## src/rtl/bitop_pkg.sv

```systemverilog
package bitop_pkg;
   localparam int unsigned HW_W   = 16;
   localparam int unsigned SEL_W  = 4;
   localparam int unsigned BIDX_W = 3;
   localparam int unsigned DISP_W = 12;
   localparam int unsigned BYTE_W = 8;

   typedef enum logic [3:0] {
      OP_CLR  = 4'h0,
      OP_SET  = 4'h1,
      OP_STT  = 4'h2,
      OP_LDT  = 4'h3,
      OP_AND  = 4'h4,
      OP_OR   = 4'h5,
      OP_LDN  = 4'hB,
      OP_ANDN = 4'hC,
      OP_ORN  = 4'hD
   } bop_e;

   typedef struct packed {
      logic              mem_form;
      logic              reg_form;
      logic              bad_sel;
      bop_e              op;
      logic [SEL_W-1:0]  base;
      logic [BIDX_W-1:0] bidx;
      logic [DISP_W-1:0] disp;
   } bdec_t;

   function automatic logic op_writes(input bop_e op);
      return (op == OP_CLR) || (op == OP_SET) || (op == OP_STT);
   endfunction
endpackage

```

## src/rtl/bitop_decode.sv

```systemverilog
module bitop_decode
   import bitop_pkg::*;
(
   input  logic [HW_W-1:0] hw0,
   input  logic [HW_W-1:0] hw1,
   output bdec_t           dec
);
   logic is_mem;
   logic is_reg;

   assign is_mem = (hw0[15:12] == 4'b0011) && !hw0[7] && (hw0[3:0] == 4'b1001);
   assign is_reg = (hw0[15:9] == 7'b1000011);

   always_comb begin
      dec          = '0;
      dec.mem_form = is_mem;
      dec.reg_form = is_reg;
      dec.op       = OP_CLR;
      if (is_mem) begin
         dec.base = hw0[11:8];
         dec.bidx = hw0[6:4];
         dec.disp = hw1[DISP_W-1:0];
         case (hw1[15:12])
            4'h0: dec.op = OP_CLR;
            4'h1: dec.op = OP_SET;
            4'h2: dec.op = OP_STT;
            4'h3: dec.op = OP_LDT;
            4'h4: dec.op = OP_AND;
            4'h5: dec.op = OP_OR;
            4'hB: dec.op = OP_LDN;
            4'hC: dec.op = OP_ANDN;
            4'hD: dec.op = OP_ORN;
            default: dec.bad_sel = 1'b1;
         endcase
      end else if (is_reg) begin
         dec.base = hw0[7:4];
         dec.bidx = hw0[2:0];
         case ({hw0[8], hw0[3]})
            2'b00:   dec.op = OP_CLR;
            2'b01:   dec.op = OP_SET;
            2'b10:   dec.op = OP_STT;
            default: dec.op = OP_LDT;
         endcase
      end
   end
endmodule

```

## src/rtl/bitop_alu.sv

```systemverilog
module bitop_alu
   import bitop_pkg::*;
(
   input  logic [BYTE_W-1:0] byte_in,
   input  logic [BIDX_W-1:0] bidx,
   input  bop_e              op,
   input  logic              t_in,
   output logic [BYTE_W-1:0] byte_out,
   output logic              t_out
);
   logic sel_bit;
   logic new_bit;

   assign sel_bit = byte_in[bidx];

   always_comb begin
      case (op)
         OP_CLR:  new_bit = 1'b0;
         OP_SET:  new_bit = 1'b1;
         default: new_bit = t_in;
      endcase
      case (op)
         OP_LDT:  t_out = sel_bit;
         OP_LDN:  t_out = !sel_bit;
         OP_AND:  t_out = sel_bit & t_in;
         OP_ANDN: t_out = !sel_bit & t_in;
         OP_OR:   t_out = sel_bit | t_in;
         OP_ORN:  t_out = !sel_bit | t_in;
         default: t_out = t_in;
      endcase
   end

   for (genvar gi = 0; gi < BYTE_W; gi++) begin : g_bit
      assign byte_out[gi] = (bidx == gi[BIDX_W-1:0]) ? new_bit : byte_in[gi];
   end
endmodule

```

## src/rtl/bitop_unit.sv

```systemverilog
module bitop_unit
   import bitop_pkg::*;
#(
   parameter int unsigned XLEN  = 32,
   parameter int unsigned NREGS = 16
) (
   input  logic                     clk,
   input  logic                     rst_n,
   input  logic                     start,
   input  logic [HW_W-1:0]          op_hw0,
   input  logic [HW_W-1:0]          op_hw1,
   output logic [$clog2(NREGS)-1:0] reg_rd_idx,
   input  logic [XLEN-1:0]          reg_rd_data,
   output logic                     reg_wr_en,
   output logic [$clog2(NREGS)-1:0] reg_wr_idx,
   output logic [XLEN-1:0]          reg_wr_data,
   output logic [XLEN-1:0]          mem_addr,
   output logic                     mem_rd_en,
   input  logic [BYTE_W-1:0]        mem_rd_data,
   output logic                     mem_wr_en,
   output logic [BYTE_W-1:0]        mem_wr_data,
   output logic                     t_flag,
   output logic                     busy,
   output logic                     done,
   output logic                     illegal
);
   localparam int unsigned RIDX_W = $clog2(NREGS);
   localparam int unsigned ZPAD   = XLEN - DISP_W;

   if (XLEN <= DISP_W || XLEN <= BYTE_W) begin : g_bad_xlen
      $error("bitop_unit: XLEN must exceed displacement and byte widths");
   end
   if (NREGS != (1 << SEL_W)) begin : g_bad_nregs
      $error("bitop_unit: NREGS must match the 4-bit register field");
   end
   if (BYTE_W != (1 << BIDX_W)) begin : g_bad_byte
      $error("bitop_unit: BYTE_W must match the 3-bit index");
   end

   typedef enum logic [1:0] {S_IDLE, S_READ, S_FIN} st_e;

   st_e               state;
   bdec_t             dec;
   logic [XLEN-1:0]   addr_q;
   logic [BYTE_W-1:0] data_q;
   bop_e              op_q;
   logic [BIDX_W-1:0] bidx_q;
   logic              t_q;
   logic              idle, in_fin, go_mem, go_reg;
   logic [BYTE_W-1:0] alu_in, alu_out;
   logic [BIDX_W-1:0] alu_bidx;
   bop_e              alu_op;
   logic              alu_t;

   bitop_decode u_dec (.hw0(op_hw0), .hw1(op_hw1), .dec(dec));

   assign idle    = (state == S_IDLE);
   assign in_fin  = (state == S_FIN);
   assign go_mem  = start && idle && dec.mem_form && !dec.bad_sel;
   assign go_reg  = start && idle && dec.reg_form;
   assign illegal = start && idle && dec.mem_form && dec.bad_sel;

   assign alu_in   = in_fin ? data_q : reg_rd_data[BYTE_W-1:0];
   assign alu_bidx = in_fin ? bidx_q : dec.bidx;
   assign alu_op   = in_fin ? op_q   : dec.op;

   bitop_alu u_alu (
      .byte_in (alu_in),
      .bidx    (alu_bidx),
      .op      (alu_op),
      .t_in    (t_q),
      .byte_out(alu_out),
      .t_out   (alu_t)
   );

   always_ff @(posedge clk) begin
      if (!rst_n) begin
         state  <= S_IDLE;
         addr_q <= '0;
         data_q <= '0;
         op_q   <= OP_CLR;
         bidx_q <= '0;
         t_q    <= 1'b0;
      end else begin
         case (state)
            S_IDLE: begin
               if (go_mem) begin
                  addr_q <= reg_rd_data + {{ZPAD{1'b0}}, dec.disp};
                  op_q   <= dec.op;
                  bidx_q <= dec.bidx;
                  state  <= S_READ;
               end else if (go_reg && !op_writes(dec.op)) begin
                  t_q <= alu_t;
               end
            end
            S_READ: begin
               data_q <= mem_rd_data;
               state  <= S_FIN;
            end
            default: begin
               if (!op_writes(op_q)) t_q <= alu_t;
               state <= S_IDLE;
            end
         endcase
      end
   end

   assign reg_rd_idx  = dec.base;
   assign reg_wr_idx  = dec.base;
   assign reg_wr_en   = go_reg && op_writes(dec.op);
   assign reg_wr_data = {reg_rd_data[XLEN-1:BYTE_W], alu_out};
   assign mem_addr    = idle ? '0 : addr_q;
   assign mem_rd_en   = (state == S_READ);
   assign mem_wr_en   = in_fin && op_writes(op_q);
   assign mem_wr_data = alu_out;
   assign t_flag      = t_q;
   assign busy        = go_mem || (state == S_READ);
   assign done        = go_reg || in_fin;

   AST_BUSY_ENDS_DONE: assert property (@(posedge clk) disable iff (!rst_n)
      $fell(busy) |-> done);
   AST_READ_BEFORE_WRITE: assert property (@(posedge clk) disable iff (!rst_n)
      mem_wr_en |-> $past(mem_rd_en));
   AST_MEM_ONE_BIT: assert property (@(posedge clk) disable iff (!rst_n)
      mem_wr_en |-> $onehot0(mem_wr_data ^ data_q));
   AST_WRITE_KEEPS_T: assert property (@(posedge clk) disable iff (!rst_n)
      mem_wr_en |=> $stable(t_flag));
   AST_REG_ONE_BIT: assert property (@(posedge clk) disable iff (!rst_n)
      reg_wr_en |-> $onehot0(reg_wr_data ^ reg_rd_data));
   AST_ILLEGAL_QUIET: assert property (@(posedge clk) disable iff (!rst_n)
      illegal |-> (!busy && !done && !mem_wr_en && !reg_wr_en));
   AST_ILLEGAL_KEEPS_T: assert property (@(posedge clk) disable iff (!rst_n)
      illegal |=> $stable(t_flag));
   AST_NO_READ_AND_WRITE: assert property (@(posedge clk) disable iff (!rst_n)
      !(mem_rd_en && mem_wr_en));
endmodule

```

## config.mk

```make
export PLATFORM = sky130hd
export DESIGN_NAME = bitop_unit
export DESIGN_NICKNAME = d
export VERILOG_FILES = /design/src/rtl/bitop_pkg.sv /design/src/rtl/bitop_decode.sv /design/src/rtl/bitop_alu.sv /design/src/rtl/bitop_unit.sv
export SDC_FILE = /design/constraint.sdc
export NUM_CORES = 1
export LEC_CHECK = 0
export ABC_AREA = 1
export BUFFER_PORTS_ARGS = -buffer_cell sky130_fd_sc_hd__clkbuf_2
export CAP_MARGIN = 10
export CORE_MARGIN = 3
export CORE_UTILIZATION = 51
export DETAILED_ROUTE_END_ITERATION = 10
export GPL_TIMING_DRIVEN = 0
export MAX_ROUTING_LAYER = met4
export PLACE_DENSITY = 0.86
export SETUP_SLACK_MARGIN = 0.05
export SLEW_MARGIN = 10
export SYNTH_ARGS = -nofsm -noshare
export SYNTH_HDL_FRONTEND = slang
export SYNTH_SLANG_ARGS = --single-unit
```

## constraint.sdc

```tcl
create_clock -name clk -period 4.3 [get_ports clk]
set_input_delay 0.86 -clock clk [delete_from_list [all_inputs] [get_ports clk]]
set_output_delay 0.86 -clock clk [all_outputs]
set_load 0.02 [all_outputs]
```

Word-level counts from Yosys, hierarchy flattened
Index checks and enable logic that the tools add are counted.
{ "word_totals": {"wordCells": 109, "output_inout_bits": 87, "regBits": 50} }
{ "op_classes": {"n_addsub": 1, "muxes": 29, "reduce_logical": 30, "magnitude_cmp": 1, "n_eq_ne": 37, "bitwise": 5} }
{ "op_table": {"columns": ["operator", "n"], "rows": [
  ["adder 32 x 12 -> 32 bit", 1],
  ["two-way mux 32 bit", 1],
  ["one-hot mux 4 bit (8 select lines)", 1],
  ["== test 4 bit, second input constant", 7],
  ["== test 4 x 2 -> 1 bit, second input constant", 6],
  ["two-way mux 11 bit", 2],
  ["== test 4 x 1 -> 1 bit, second input constant", 4],
  ["== test 4 x 3 -> 1 bit, second input constant", 4],
  ["zero test 4 bit", 4],
  ["two-way mux 1 bit", 14],
  ["== test 3 bit, second input constant", 4],
  ["two-way mux 12 bit", 1],
  ["logical AND 1 bit", 10],
  ["OR reduction 9 bit", 1],
  ["two-way mux 8 bit", 1],
  ["== test 7 bit, second input constant", 1],
  ["== test 3 x 2 -> 1 bit, second input constant", 2],
  ["logical OR 1 bit", 6],
  ["one-hot mux 1 bit (6 select lines)", 1],
  ["one-hot mux 2 bit (3 select lines)", 1],
  ["== test 2 x 1 -> 1 bit, second input constant", 2],
  ["== test 2 bit, second input constant", 2],
  ["zero test 1 bit", 4],
  ["zero test 2 bit", 2],
  ["16 further kinds", 21]
]} }

Longest topological paths before layout
Gate-level depths: netlist of run 1.
{ "depth": {"word_depth": 13, "depth_mapped": 20} }

Hierarchy
From an unflattened synthesis of run 1, not the netlist that was laid out.
{ "hier_totals": {"cells_unflattened": 831, "area_unflattened_um2": 4843.4} }
{ "modules_own_cells": {"columns": ["mod", "area_per_inst_um2", "instances", "cells_each", "seq_area_each_um2"], "rows": [
  ["bitop_unit", 4020.1, 1, 663, 1001.0],
  ["bitop_decode", 509.2, 1, 104, 0.0],
  ["bitop_alu", 314.1, 1, 64, 0.0]
]} }

Least setup slack after synthesis of run 1
OpenSTA, ideal clock, no wires.
{ "synth_timing": {"kind": "input port to output port", "start": "input op_hw0[12]", "end": "output reg_wr_data[2]", "setup_slack_ns": 0.851, "n_path_buf": 1, "arrival_time_ns": 2.589, "cell_stages": 13, "cell_sequence": "or2_1 nor2_2 nand2_2 inv_2 nand2_1 nand2_1 nand2_1 nand2_1 inv_1 a21oi_1 a31oi_2 mux2i_1 buf_4"} }
{ "synth_between": {"elab_chain_cells": 8, "elab_cells_between_ends": 13, "cone_classes": "eq/ne: 4; mux: 6; reduce/logical: 3"} }
{ "synth_rtl": {"columns": ["item", "line_no", "source"], "rows": [
  ["start, declared", "bitop_unit.sv:10", "input logic [HW_W-1:0] op_hw0,"],
  ["== test 4 x 2 -> 1 bit", "bitop_decode.sv:11", "assign is_mem = (hw0[15:12] == 4'b0011) && !hw0[7] && (hw0[3:0] == 4'b1001);"],
  ["logical AND 1 bit (2 in a row)", "bitop_decode.sv:11", null],
  ["two-way mux 11 bit *", "bitop_decode.sv:19", "if (is_mem) begin"],
  ["two-way mux 4 bit", "bitop_unit.sv:65", "assign alu_op = in_fin ? op_q : dec.op;"],
  ["== test 4 x 1 -> 1 bit / zero test 4 bit (equally long branches)", "bitop_alu.sv:17", "case (op)"],
  ["one-hot mux 1 bit (2 select lines)", "bitop_alu.sv:17", null],
  ["two-way mux 1 bit *", "bitop_alu.sv:34", "assign byte_out[gi] = (bidx == gi[BIDX_W-1:0]) ? new_bit : byte_in[gi];"],
  ["end, declared", "bitop_unit.sv:16", "output logic [XLEN-1:0] reg_wr_data,"]
]} }
Mark *: on every way between the ends. The rest lies on a longest branch, timed or not.

Worst setup path after layout of run 1
{ "layout_timing": {"start": "input op_hw0[15]", "end": "output reg_wr_data[3]"} }
Same word-level chain as after synthesis.

==> results.md, run 1 <==
- Worst slew pin tran: 699 ps
- RR Endpoint: addr_q[2]
- Adder-cell area share of the yosys netlist: 3.87%
- Synth Area in Simple Gates: 30.3%
- TritonCTS clock tree: yes
- Num rows: 33
- Core area: 8300 um^2
- Vias in the first global route: 4599
- PortBufs: 161
- Crit-path slowest cell: a31oi_2
- Cell count after placement: 979
- Postcts setup bufs: 0
- Reg2reg path depth: 9
- Ports: 162
- # fillers: 805
- Final wirelength: 12.8 mm
- Combinational family with the most area after synthesis: simple AND/OR/NAND/NOR gates
- RR Startpoint: state[0]
- Final period util: 86.8%
- Post-route insts no fill: 986
- Skew final: 4.61 ps
- Overall power: 1.00 mW
- Worst vdd ir: 0.132 mV
- Area Growth Syn to Fin: 23.9%
- Worst Hold Depth: 2
- FF/Latch Area: 1000 um^2
- Status: finished, final reports clean
- Wire length per cell: 13.0 um
- Setup TNS: 0 ps
- Clock Sinks: 50
- Min-delay src: addr_q[0]
- Slew margin rel.: 53.4%
- Crit-path cells: clkbuf_2, nor2_1, nand2_1, nor3_4, nand2_1, o21ai_2, nor2_1, a31oi_2, mux2i_1, buf_4, clkbuf_2
- Clock Path Buffers: 2
- RSZ-0062 raised after global routing: no
- Synth Warn #: 0
- Crit end category: output pin
- Post-cts sizing count: 0
- Req. time, crit path: 3440 ps
- Post-route antenna net violation count: 0
- GRT Util Overall: 26.3%
- WHS Endpoint: addr_q[0]
- Seq cells post-synth: 50
- Setup crit start kind: input pin
- CTS Hold Bufs: 0
- Routed vias/inst: 5.14
- CP Max Fanout: 8
- CTS H-tree lvls: 2
- Yosys cell types: 48
- Pre-CTS setup slack: 259 ps
- Final hold vios: 0
- Vias post-DR: 5067
- Clk root buf: clkbuf_8
- Clock slew at reported path FFs: 90 ps
- Routability Congestion: 0.999
- Synth Area in Compound Gates: 16.7%
- Antenna violations before repair: 0
- Avg Inst Size Synth: 6.16 um^2
- P_leak: 2.90 nW
- Mapped cell area: 4400 um^2
- Multi-input logic area: 2520 um^2
- CTS Buf Count: 5
- Hold Slack: 456 ps
- Chip height: 98.8 um
- Final Max Slew Viols: 0
- Reg2Reg Setup Slack: 2020 ps
- Final Worst Setup Slack: 568 ps
- Layout cell share with drive strength beyond 1: 27.8%
- Post-Synthesis Cells: 713
- First-pass GRT wire length: 20.6 mm
- FMAX: 268 MHz
- Antenna cell count: 0
- CP arrival: 2870 ps
- Synth Area in XOR/XNOR: 2.99%
- Max cap viols: 0
- Nets: 969
- Initial Utilization: 53.0%
- Hold crit path type: register to register
- Critical path's largest stage delay: 380 ps
- Mux cell area share after synthesis: 3.64%
- Final setup viols: 0
- Syn Nets: 801
- Crit path buf inv count: 3
- 1st-iter DRT viols: 243
- DR pass1 iterations: 6
- Min Tclk post-route: 3730 ps
- Power Dens Cells: 184 nW/um^2
- Post-route DRC violation count: 0
- WS Path Type: input pin to output pin
- Delay-heaviest family, CP: simple AND/OR/NAND/NOR gates
- Pin count of the biggest net entering global routing: 15
- Width of the die: 98.8 um
- Worst skew pair latency: 310 ps
- Global route total overflow: 0
- Sequential area share after synthesis: 22.8%
- Die Area: 9770 um^2
- DP HPWL: 10.5 mm
==> metal layers <==
metal  GRT usage (%)  wire, um  part of all wire [%]
met1            32.6      5630                    44
met2            45.2      6060                    47
met3            3.11       876                   6.9
met4            6.83       206                   1.6
met5               -         0                     0
==> power breakdown <==
| group | switching (mW) | leakage (nW) | internal (mW) |
|---|---|---|---|
| clock network | 0.158 | 0.0573 | 0.186 |
| logic | 0.118 | 2.44 | 0.0786 |
| registers | 0.000153 | 0.402 | 0.463 |
| total | 0.276 | 2.90 | 0.728 |
==> state kept, by name, summed over array words and instances (netlist names) <==
name	cells
t_flag	1
bidx_q	3
data_q	8
addr_q	32
state	2
op_q	4
==> cell usage in the layout, fill, tap and decap left out, types with 4 or more instances in the layout <==
| master | Yosys | layout |
|---|---|---|
| xor2_1 | 10 | 10 |
| clkbuf_2 | 0 | 161 |
| buf_4 | 41 | 41 |
| clkbuf_8 | 0 | 6 |
| a21oi_1 | 41 | 41 |
| dfxtp_1 | 50 | 50 |
| mux2i_1 | 16 | 16 |
| nand2_2 | 4 | 4 |
| nor2_1 | 104 | 104 |
| nand4_1 | 7 | 7 |
| clkbuf_1 | 9 | 9 |
| ha_1 | 12 | 12 |
| nand2_1 | 116 | 116 |
| buf_2 | 5 | 5 |
| a31oi_1 | 4 | 4 |
| nor4_1 | 4 | 4 |
| o211ai_1 | 10 | 10 |
| nor2_2 | 5 | 5 |
| o21ai_0 | 49 | 49 |
| inv_1 | 124 | 124 |
| nor3_1 | 13 | 13 |
| xnor2_1 | 5 | 5 |
| inv_2 | 8 | 8 |
| nand3_1 | 40 | 40 |
==> worst reg2reg max path: stages (launching register included) <==
cell      delay (ps)
dfxtp_1          390
nor2_2           380
nand2_1          180
inv_1            110
nand2_1           80
nor2_2           240
inv_2            130
clkbuf_1         320
o21ai_0          280
a21oi_1           60
==> final cells by class <==
class	instances	area share (%)
clock buffer	6	1.52
tap	105	2.41
buffer	56	6.80
sequential	50	18.4
timing repair buffer	161	14.8
multi-input combinational	474	46.4
inverter	133	9.17
clock inverter	1	0.551
==> worst max-delay path by stage <==
stage / to / from / cells after the start
detailed placement: addr_q[24] / op_hw0[7] / 20
floorplan: reg_wr_data[2] / op_hw0[12] / 13
global route: addr_q[20] / op_hw0[14] / 20
global placement: addr_q[24] / op_hw0[7] / 20
finish: reg_wr_data[3] / op_hw0[15] / 11
CTS: addr_q[24] / op_hw0[7] / 20
==> synth_stat cells, drive strengths merged <==
| cell type | count | share of area [%] |
|---|---|---|
| o21ai | 53 | 6.2 |
| ha | 12 | 3.4 |
| nor3 | 15 | 2.1 |
| nor2 | 111 | 10 |
| nor4 | 4 | 0.57 |
| a21oi | 44 | 5.4 |
| fa | 1 | 0.46 |
| a21o | 2 | 0.34 |
| a22o | 1 | 0.20 |
| a32o | 2 | 0.46 |
| a211oi | 2 | 0.34 |
| dfxtp | 50 | 23 |
| o21a | 1 | 0.17 |
| xor2 | 10 | 2.0 |
| clkinv | 1 | 0.085 |
| o211ai | 10 | 1.7 |
| clkbuf | 9 | 0.77 |
| nand2 | 120 | 10 |
| o221ai | 1 | 0.20 |
| buf | 47 | 7.7 |
| a21boi | 1 | 0.17 |
| inv | 132 | 11 |
| nand4 | 7 | 1.0 |
| or2 | 5 | 0.71 |
| a31oi | 5 | 0.85 |
| xnor2 | 5 | 1.0 |
| mux2i | 16 | 3.6 |
| nand3 | 41 | 4.8 |
| o21bai | 3 | 0.60 |
| nand3b | 2 | 0.34 |
==> cell families after synthesis <==
kind of cell	Yosys count
and+or+nand+nor	305
buffers and inverters	189
AOI/OAI and AO/OA	125
DFF	50
muxes	16
xor gates and xnor gates	15
adders and majority gates	13
==> metrics by stage <==
| step | utilization (%) | instance area [um^2] |
|---|---|---|
| finish | 65.6 | 5450 |
| global route | 65.6 | 5450 |
| CTS | 65.6 | 5450 |
| detailed placement | 64.3 | 5330 |
| global placement | 64.3 | 5330 |
| floorplan | - | 4400 |
No activity file was read; power rests on OpenSTA's default activity.
==> run 2, diff against run 1 <==
--- a/config.mk
+++ b/config.mk
@@ -9,11 +9,11 @@
 export BUFFER_PORTS_ARGS = -buffer_cell sky130_fd_sc_hd__clkbuf_2
 export CAP_MARGIN = 10
 export CORE_MARGIN = 3
-export CORE_UTILIZATION = 51
+export CORE_UTILIZATION = 50
 export DETAILED_ROUTE_END_ITERATION = 10
 export GPL_TIMING_DRIVEN = 0
 export MAX_ROUTING_LAYER = met4
-export PLACE_DENSITY = 0.86
+export PLACE_DENSITY = 0.81
 export SETUP_SLACK_MARGIN = 0.05
 export SLEW_MARGIN = 10
 export SYNTH_ARGS = -nofsm -noshare
==> results.md, run 2 (synthesized netlist as in run 1, its figures left out) <==
- Status: finished, final reports clean (unchanged)
- Final Max Slew Viols: 0 (unchanged)
- Worst skew pair latency: 310 ps (about the same)
- Final setup viols: 0 (unchanged)
- CTS Hold Bufs: 0 (unchanged)
- Sw Ratio: 29.8% (was 27.5%)
- Worst vdd ir: 0.147 mV (was 0.132 mV)
- FMAX: 261 MHz (was 268 MHz)
- Setup TNS: 0 ps (unchanged)
- TritonCTS clock tree: yes (unchanged)
- Ports: 162 (unchanged)
- Overall power: 1.03 mW (was 1.00 mW)
- Setup crit start kind: input pin (unchanged)
- Antenna violations before repair: 0 (unchanged)
- CP Max Fanout: 10 (was 8)
- Crit-path cells: clkbuf_2, nor2_1, nand2_1, nor3_4, inv_1, clkbuf_1, nor2_1, ha_1, fa_1, nand3_1, nand2_1, a21oi_1, o21bai_2, a21oi_4, nor2_4, nand2_1, o21ai_0, nand2_1, o21ai_0, inv_1 (was clkbuf_2, nor2_1, nand2_1, nor3_4, nand2_1, o21ai_2, nor2_1, a31oi_2, mux2i_1, buf_4, clkbuf_2)
- Final hold vios: 0 (unchanged)
- Cell-internal power: 0.720 mW (was 0.728 mW)
- Wire length per cell: 14.0 um (was 13.0 um)
- GRT Util Overall: 28.3% (was 26.3%)
- Slew margin rel.: 51.4% (was 53.4%)
- Final wirelength: 13.8 mm (was 12.8 mm)
- Pre-CTS setup slack: 156 ps (was 259 ps)
- Routability Congestion: 0.948 (was 0.999)
- 1st-iter DRT viols: 237 (was 243)
- Crit end category: register (was output pin)
- First-pass GRT wire length: 22.3 mm (was 20.6 mm)
- Hold crit path type: register to register (unchanged)
- Clk root buf: clkbuf_8 (unchanged)
- Max reg flops: 32 (unchanged)
- WS Path Type: input pin to register (was input pin to output pin)
- Clock power share: 35.3% (was 34.3%)
- RSZ-0062 raised after global routing: no (unchanged)
- Clock Path Buffers: 2 (unchanged)
- P_leak: 2.90 nW (about the same)
- Antenna cell count: 0 (unchanged)
- Skew final: 10.1 ps (was 4.61 ps)
- Reg2Reg Setup Slack: 1930 ps (was 2020 ps)
- Vias post-DR: 5072 (was 5067)
- Crit-path slowest cell: nor3_4 (was a31oi_2)
- Width of the die: 99.8 um (was 98.8 um)
- Global route total overflow: 0 (unchanged)
- Max cap viols: 0 (unchanged)
- Post-cts sizing count: 0 (unchanged)
- CP arrival: 4040 ps (was 2870 ps)
- Most frequent cells in the layout: clkbuf_2 (161), inv_1 (124), nand2_1 (116) (unchanged)
- Worst slew pin tran: 728 ps (was 699 ps)
- Post-route antenna net violation count: 0 (unchanged)
- Reg2reg path depth: 10 (was 9)
- Post-route DRC violation count: 0 (unchanged)
- Postcts setup bufs: 0 (unchanged)
- Levels on crit path: 20 (was 11)
- Most common cell after layout, fill and taps aside: clkbuf_2 (unchanged)
- DP HPWL: 11.4 mm (was 10.5 mm)
- NetSw: 0.306 mW (was 0.276 mW)
- Clock slew at reported path FFs: 110 ps (was 90 ps)
- DR pass1 iterations: 5 (was 6)
- Seq pwr share: 45.2% (was 46.1%)
- Regs by FF count: addr_q: 32 flops, data_q: 8 flops, op_q: 4 flops (unchanged)
- Area Growth Syn to Fin: 24.0% (was 23.9%)
- Biggest register: addr_q (unchanged)
- Die Area: 9950 um^2 (was 9770 um^2)
- Crit path buf inv count: 4 (was 3)
- Final Worst Setup Slack: 471 ps (was 568 ps)
- # fillers: 825 (was 805)
- Delay-heaviest family, CP: simple AND/OR/NAND/NOR gates (unchanged)
- Initial Utilization: 52.4% (was 53.0%)
- Most used cell, CP: nand2_1
- CTS H-tree lvls: 2 (unchanged)
- Layout cell share with drive strength beyond 1: 27.9% (was 27.8%)
- Pin count of the biggest net entering global routing: 18 (was 15)
- Routed vias/inst: 5.14 (about the same)
- Clock Sinks: 50 (unchanged)
- Num rows: 33 (unchanged)
- Nets: 969 (unchanged)
- Core area: 8380 um^2 (was 8300 um^2)
- Worst Hold Depth: 2 (unchanged)
- PortBufs: 161 (unchanged)
- Req. time, crit path: 4510 ps (was 3440 ps)
- Vias in the first global route: 4946 (was 4599)
- Chip height: 99.8 um (was 98.8 um)
- CTS Buf Count: 5 (unchanged)
- Final period util: 89.0% (was 86.8%)
- Power Dens Cells: 188 nW/um^2 (was 184 nW/um^2)
- Min Tclk post-route: 3830 ps (was 3730 ps)
- Critical path's largest stage delay: 330 ps (was 380 ps)
- Comb power frac: 19.5% (was 19.6%)
[run 2: cell count changes in the layout (fill, tap and decap cells not counted)]
cell and delta:
clkbuf_8 -1, inv_6 +2
[run 2: power by group through the flow]
stage	Clock, mW	Combinational, mW	Sequential, mW
2_1_floorplan	0	0.110	0.474
3_3_place_gp	0	0.195	0.474
3_5_place_dp	0	0.197	0.474
4_1_cts	0.364	0.198	0.463
5_1_grt	0.381	0.218	0.463
6_report	0.362	0.200	0.463
[run 2: metrics by stage]
stage                     hold WS, ps  instance area [um^2]  util [%]  cells
final                             461                  5450      65.0    987
after global routing              492                  5450      65.0    987
after CTS                         463                  5450      65.0    987
after detailed placement          448                  5330      63.6    979
after global placement            442                  5330      63.6    979
after floorplan                   430                  4400         -    713
[run 2: worst paths after layout]
check / from / endpoint
worst max register to register: state[0] / addr_q[23]
worst min register to register: addr_q[2] / addr_q[2]
worst max-delay path: op_hw0[15] / addr_q[20]
worst min-delay path: addr_q[2] / addr_q[2]
[run 2: worst min-delay path: stages (launching register included)]
cell     delay (ps)
dfxtp_1         320
inv_1            60
a21oi_1          50
[run 2: routing by layer]
| metal | vias up | track usage, % | part of all wire [%] |
|---|---|---|---|
| met1 | 2258 | 34.0 | 43 |
| met5 | - | - | 0 |
| met2 | 210 | 48.7 | 48 |
| li1 | 2569 | - | - |
| met3 | 35 | 3.37 | 6.7 |
| met4 | 0 | 9.77 | 2.8 |
[run 2: cell type report]
class,instances,area [um^2],area share [%]
inverter,133,499,9.16
buffer,56,370,6.80
clock buffer,5,68.8,1.26
tap,105,131,2.41
multi-input combinational,474,2520,46.3
timing repair buffer,161,806,14.8
clock inverter,3,47.5,0.873
sequential,50,1000,18.4
